$ cat config.mk
export PLATFORM = sky130hd
export DESIGN_NAME = txc_release_ctrl
export DESIGN_NICKNAME = d
export VERILOG_FILES = /design/src/rtl/txc_pkg.sv /design/src/rtl/txc_classify.sv /design/src/rtl/txc_fifo.sv /design/src/rtl/txc_sticky.sv /design/src/rtl/txc_release_ctrl.sv
export SDC_FILE = /design/constraint.sdc
export NUM_CORES = 1
export LEC_CHECK = 0
export BUFFER_PORTS_ARGS = -buffer_cell sky130_fd_sc_hd__buf_2
export CORE_MARGIN = 2
export CORE_UTILIZATION = 59
export CTS_BUF_LIST = sky130_fd_sc_hd__clkbuf_4 sky130_fd_sc_hd__clkbuf_8
export DETAILED_ROUTE_END_ITERATION = 6
export PLACE_DENSITY = 0.82
export SETUP_SLACK_MARGIN = 0.5
export SLEW_MARGIN = 40
export SYNTH_ARGS = -nofsm -noshare
export SYNTH_HDL_FRONTEND = slang
export SYNTH_SLANG_ARGS = --single-unit
$ cat constraint.sdc
create_clock -name clk_i -period 3.8 [get_ports clk_i]
set_input_delay 0.76 -clock clk_i [delete_from_list [all_inputs] [get_ports clk_i]]
set_output_delay 0.76 -clock clk_i [all_outputs]
set_load 0.03 [all_outputs]
$ cat src/rtl/txc_pkg.sv
package txc_pkg;
  typedef struct packed {
    logic rel;      // free pages now
    logic push;     // record number in FIFO
    logic fatal;    // stop sequence
    logic seq_end;  // sequence drained
  } txc_act_t;
endpackage

$ cat src/rtl/txc_classify.sv
module txc_classify
  import txc_pkg::*;
(
  input  logic     valid_i,
  input  logic     ok_i,
  input  logic     fatal_i,
  input  logic     auto_rel_i,
  input  logic     q_empty_i,
  input  logic     tx_en_i,
  output txc_act_t act_o
);
  logic accept, clean;
  always_comb begin
    accept        = valid_i && tx_en_i;
    clean         = ok_i && !fatal_i;
    act_o.rel     = accept && auto_rel_i && clean;
    act_o.push    = accept && !(auto_rel_i && clean);
    act_o.fatal   = accept && fatal_i;
    act_o.seq_end = accept && !fatal_i && q_empty_i;
  end
endmodule

$ cat src/rtl/txc_fifo.sv
module txc_fifo #(
  parameter int W     = 6,
  parameter int DEPTH = 8
) (
  input  logic         clk_i,
  input  logic         rst_ni,
  input  logic         push_i,
  input  logic         pop_i,
  input  logic [W-1:0] data_i,
  output logic [W-1:0] data_o,
  output logic         empty_o,
  output logic         full_o,
  output logic         drop_o
);
  localparam int AW = (DEPTH > 1) ? $clog2(DEPTH) : 1;
  localparam int CW = $clog2(DEPTH + 1);
  localparam logic [AW-1:0] LAST = AW'(DEPTH - 1);
  localparam logic [CW-1:0] FULLC = CW'(DEPTH);

  logic [W-1:0]  mem_q [DEPTH];
  logic [AW-1:0] wr_q, rd_q;
  logic [CW-1:0] cnt_q;
  logic do_push, do_pop;

  assign empty_o = (cnt_q == '0);
  assign full_o  = (cnt_q == FULLC);
  assign drop_o  = push_i && full_o;
  assign do_push = push_i && !full_o;
  assign do_pop  = pop_i && !empty_o;
  assign data_o  = mem_q[rd_q];

  always_ff @(posedge clk_i or negedge rst_ni) begin
    if (!rst_ni) begin
      wr_q  <= '0;
      rd_q  <= '0;
      cnt_q <= '0;
    end else begin
      if (do_push) wr_q <= (wr_q == LAST) ? '0 : wr_q + 1'b1;
      if (do_pop)  rd_q <= (rd_q == LAST) ? '0 : rd_q + 1'b1;
      if (do_push && !do_pop) cnt_q <= cnt_q + 1'b1;
      else if (do_pop && !do_push) cnt_q <= cnt_q - 1'b1;
    end
  end

  always_ff @(posedge clk_i) begin
    if (do_push) mem_q[wr_q] <= data_i;
  end
endmodule

$ cat src/rtl/txc_sticky.sv
module txc_sticky #(
  parameter int N = 3
) (
  input  logic         clk_i,
  input  logic         rst_ni,
  input  logic [N-1:0] set_i,
  input  logic [N-1:0] clr_i,
  output logic [N-1:0] flag_o
);
  for (genvar i = 0; i < N; i++) begin : g_flag
    always_ff @(posedge clk_i or negedge rst_ni) begin
      if (!rst_ni)       flag_o[i] <= 1'b0;
      else if (set_i[i]) flag_o[i] <= 1'b1;
      else if (clr_i[i]) flag_o[i] <= 1'b0;
    end
  end
endmodule

$ cat src/rtl/txc_release_ctrl.sv
module txc_release_ctrl
  import txc_pkg::*;
#(
  parameter int PKT_W = 6,
  parameter int DEPTH = 8
) (
  input  logic             clk_i,
  input  logic             rst_ni,
  input  logic             done_valid_i,
  input  logic [PKT_W-1:0] done_pkt_i,
  input  logic             done_ok_i,
  input  logic             done_fatal_i,
  input  logic             auto_rel_i,
  input  logic             q_empty_i,
  input  logic             tx_en_set_i,
  input  logic [2:0]       irq_ack_i,
  input  logic             fifo_pop_i,
  output logic             rel_valid_o,
  output logic [PKT_W-1:0] rel_pkt_o,
  output logic             fifo_push_o,
  output logic [PKT_W-1:0] fifo_head_o,
  output logic             fifo_empty_o,
  output logic             fifo_full_o,
  output logic             fifo_ovf_o,
  output logic             irq_seq_o,
  output logic             irq_err_o,
  output logic             tx_en_o,
  output logic [PKT_W-1:0] fail_pkt_o,
  output logic             fail_valid_o
);
  txc_act_t act;
  logic     drop;
  logic [2:0] flags;

  txc_classify u_cls (
    .valid_i    (done_valid_i),
    .ok_i       (done_ok_i),
    .fatal_i    (done_fatal_i),
    .auto_rel_i (auto_rel_i),
    .q_empty_i  (q_empty_i),
    .tx_en_i    (tx_en_o),
    .act_o      (act)
  );

  txc_fifo #(.W(PKT_W), .DEPTH(DEPTH)) u_fifo (
    .clk_i   (clk_i),
    .rst_ni  (rst_ni),
    .push_i  (act.push),
    .pop_i   (fifo_pop_i),
    .data_i  (done_pkt_i),
    .data_o  (fifo_head_o),
    .empty_o (fifo_empty_o),
    .full_o  (fifo_full_o),
    .drop_o  (drop)
  );

  txc_sticky #(.N(3)) u_irq (
    .clk_i  (clk_i),
    .rst_ni (rst_ni),
    .set_i  ({drop, act.fatal, act.seq_end}),
    .clr_i  (irq_ack_i),
    .flag_o (flags)
  );

  assign irq_seq_o  = flags[0];
  assign irq_err_o  = flags[1];
  assign fifo_ovf_o = flags[2];

  always_ff @(posedge clk_i or negedge rst_ni) begin
    if (!rst_ni) begin
      rel_valid_o  <= 1'b0;
      rel_pkt_o    <= '0;
      fifo_push_o  <= 1'b0;
      tx_en_o      <= 1'b0;
      fail_valid_o <= 1'b0;
      fail_pkt_o   <= '0;
    end else begin
      rel_valid_o <= act.rel;
      if (act.rel) rel_pkt_o <= done_pkt_i;
      fifo_push_o <= act.push && !drop;
      // fatal outranks a concurrent enable request
      if (act.fatal) begin
        tx_en_o      <= 1'b0;
        fail_valid_o <= 1'b1;
        fail_pkt_o   <= done_pkt_i;
      end else if (tx_en_set_i) begin
        tx_en_o      <= 1'b1;
        fail_valid_o <= 1'b0;
      end
    end
  end
endmodule

==> results.md <==
- Switching power total: 999 uW
- Share of synthesized area spent on multiplexers: 17.1%
- Worst Skew: 12.4 ps
- Startpoint types: flop
- Pins Over Slew Limit: 0
- Synthesized Nets: 210
- Chip width: 77.8 um
- Number of optimization iterations in the first detailed-route pass: 4
- FP Rows: 26
- Clock network fraction of total power: 22.7%
- Kind of capture point of the worst setup path: flop
- Layout cell share with drive strength beyond 1: 44.0%
- Worst hold path type: in2async
- Clock transition at the registers of the reported paths: 80 ps
- Setup fix buffers added after clock tree synthesis: 0
- Path type of the worst setup path: reg2reg
- Max-cap violations: 0
- Util after Layout: 72.3%
- Fraction of the cycle the final worst path needs: 78.5%
- Via density per instance: 5.72
- Die extent in y: 77.8 um
- Detailed placement HPWL: 3.95 mm
- Hold Fails Final Rpt: 0
- Switching portion of total power: 35.7%
- Worst rel slew slack: 57.6%
- Setup-failing EPs final: 0
- Global-route wire length before repair: 9.65 mm
- Insertion delay to the later sink of the worst-skew pair: 360 ps
- Die outline area: 6050 um2
- PwrDens: 749 nW/um2
- Post-CTS resize count: 0
- Maximum number of pins on one net before global-route repair: 30
- Number of register bits inferred by synthesis: 77
- Leakage Power: 1.47 nW
- Transition time of the tightest slew-check pin: 633 ps
- Part of the power in registers: 44.2%
- Largest family of logic cells by synthesized area: multiplexers
- GR Util All Layers: 21.8%
- Via count: 1779
- Initial antenna violation count: 0
- Result of the run: finished clean
- Share of synthesized area occupied by flip-flops and latches: 67.4%
- Adder and majority gate portion of the synthesized area: 3.35%
- Synthesized instance count: 184
- Share of flip-flops with an asynchronous set or reset: 37.7%
- I/O Pins: 45
- FMAX: 335 MHz
- Syn Std Cell Area: 3210 um2
- Clock root buffer: sky130_fd_sc_hd__clkbuf_8
- Minimum clock period after layout: 2980 ps
- Internal power component: 1.80 mW
- Worst Path Arrival: 3220 ps
- H-tree levels: 3
- Number of flops mapped to enable cells by yosys: 48
- Total congestion overflow: 0
- Xor/xnor share of the synthesized area: 0.545%
- Count of antenna-violating nets left after detailed routing: 0
- Number of antenna diodes: 0
- Final GP Congestion: 0.819
- Simple-gate portion of the synthesized area: 5.10%
- DRC: 0
- Starting density of the core: 62.1%
- Mean instance size in the synthesized netlist: 17.5 um2
- Total clock sinks: 77
- Critical path peak fanout: 8
- Number of library cell types mapped by synthesis: 37
- Synth-to-Final Area Change: 16.3%
- Number of buffer cells added on primary ports: 44
- Synth Area in Compound Gates: 4.63%
- Std-Cell Core Area: 5170 um2
- Number of buffers on the longest clock path: 2
- Post-route setup TNS: 0 ps
- CP Data Required Time: 4040 ps
- Total wire length after detailed routing: 5.79 mm
- CTS tree: built
- Worst VDD drop: 0.454 mV
- Main synth FF type: sky130_fd_sc_hd__edfxtp_1
- Via count of the first global-routing pass: 1888
- Post-CTS Hold Fix Bufs: 0
- Layout net count: 262
- Number of DRC markers in iteration 0: 166
- Unrepaired setup endpoints after global routing: no
- Yosys synthesis warning count: 0
- Logic pwr share: 33.1%
- Clock buffer count from CTS: 9
- Fill count: 305
- Routed WL per cell: 18.6 um
==> power by group through the flow <==
stage	Sequential (mW)	Clock (mW)	Combinational (mW)
floorplan	1.23	0	0.692
global placement	1.24	0	0.893
detailed placement	1.26	0	0.923
CTS	1.24	0.641	0.932
global route	1.27	0.670	1.01
finish	1.24	0.636	0.927
==> cell usage after synthesis, types with 3 or more instances <==
cell	count	area (um2)
sky130_fd_sc_hd__mux2_4	3	45.0
sky130_fd_sc_hd__o21ai_0	5	25.0
sky130_fd_sc_hd__mux2_2	20	225
sky130_fd_sc_hd__mux4_2	12	270
sky130_fd_sc_hd__nor2_1	4	15.0
sky130_fd_sc_hd__inv_1	8	30.0
sky130_fd_sc_hd__nand2_1	7	26.3
sky130_fd_sc_hd__nand2b_1	3	18.8
sky130_fd_sc_hd__edfxtp_1	48	1440
sky130_fd_sc_hd__nor3_1	6	30.0
sky130_fd_sc_hd__dfrtp_1	29	726
sky130_fd_sc_hd__ha_1	7	87.6
==> final cells by class <==
cell class              instances  area (um2)  area share [%]
clock buffers                  10         138            3.68
inverters                       8        30.0           0.803
multi-input cells              93        1000            26.8
repair buffers                 47         243            6.49
flip-flops and latches         77        2170            58.0
well taps                      70        87.6            2.34
clock inverters                 6        70.1            1.87
==> metal layers <==
metal | vias to the layer above | track usage, % | wire length (um)
met3 | 10 | 4.77 | 266
met1 | 902 | 29.3 | 2530
met2 | 50 | 34.0 | 2880
met4 | 0 | 11.1 | 117
li1 | 817 | - | -
met5 | - | 0 | 0
==> per-stage QoR <==
step           cell area, um2  setup WS, ps  cells  hold WS (ps)  total power [mW]
3_5_place_dp             3520           803    295           488              2.18
3_3_place_gp             3520           896    295           484              2.13
5_1_grt                  3740           649    311           474              2.94
6_report                 3740           818    311           404              2.80
4_1_cts                  3720           694    311           433              2.81
2_1_floorplan            3210          1050    184           464              1.93
==> final timing paths <==
| check | from | endpoint | slack (ps) | depth (start not counted) |
|---|---|---|---|---|
| setup / recovery | u_fifo.cnt_q[0] | u_fifo.cnt_q[3] | 820 | 9 |
| hold / removal | rst_ni | u_irq.flag_o[0] | 400 | 1 |
| setup reg to reg | u_fifo.cnt_q[0] | u_fifo.cnt_q[3] | 820 | 9 |
| hold reg to reg | rel_pkt_o[3] | rel_pkt_o[3] | 510 | 1 |
| max in group asynchronous | rst_ni | u_fifo.rd_q[0] | 2950 | 1 |
| min in group clk_i | rel_pkt_o[3] | rel_pkt_o[3] | 510 | 1 |
==> registers in the layout, indices dropped and copies added, names as in the netlist, 3 cells and up <==
register / count
u_fifo.wr_q: 3
u_fifo.mem_q: 48
rel_pkt_o: 6
fail_pkt_o: 6
u_irq.flag_o: 3
u_fifo.rd_q: 3
u_fifo.cnt_q: 4
==> critical path, cell delays in order (launching register included) <==
cell	delay, ps
sky130_fd_sc_hd__dfrtp_1	500
sky130_fd_sc_hd__or4b_4	620
sky130_fd_sc_hd__o211ai_4	180
sky130_fd_sc_hd__inv_1	110
sky130_fd_sc_hd__ha_1	260
sky130_fd_sc_hd__inv_1	150
sky130_fd_sc_hd__ha_1	310
sky130_fd_sc_hd__or4_1	510
sky130_fd_sc_hd__o211ai_1	100
sky130_fd_sc_hd__o211ai_1	100
==> kinds of logic after synthesis <==
group           after synthesis
xor+xnor                      2
flops                        77
buf+inv                      14
mux                          36
compound gates               17
simple gates                 30
fa+ha+maj                     8
==> layout by cell type (no fill, tap or decap), drive strengths merged, types with 5 or more instances in the layout <==
cell type and n:
dfrtp 29, mux4 12, mux2 23, clkbuf 10, o21ai 5, inv 9
ha 7, nand2 7, nor3 7, edfxtp 48, buf 47
No activity file was read; power rests on OpenSTA's default activity.
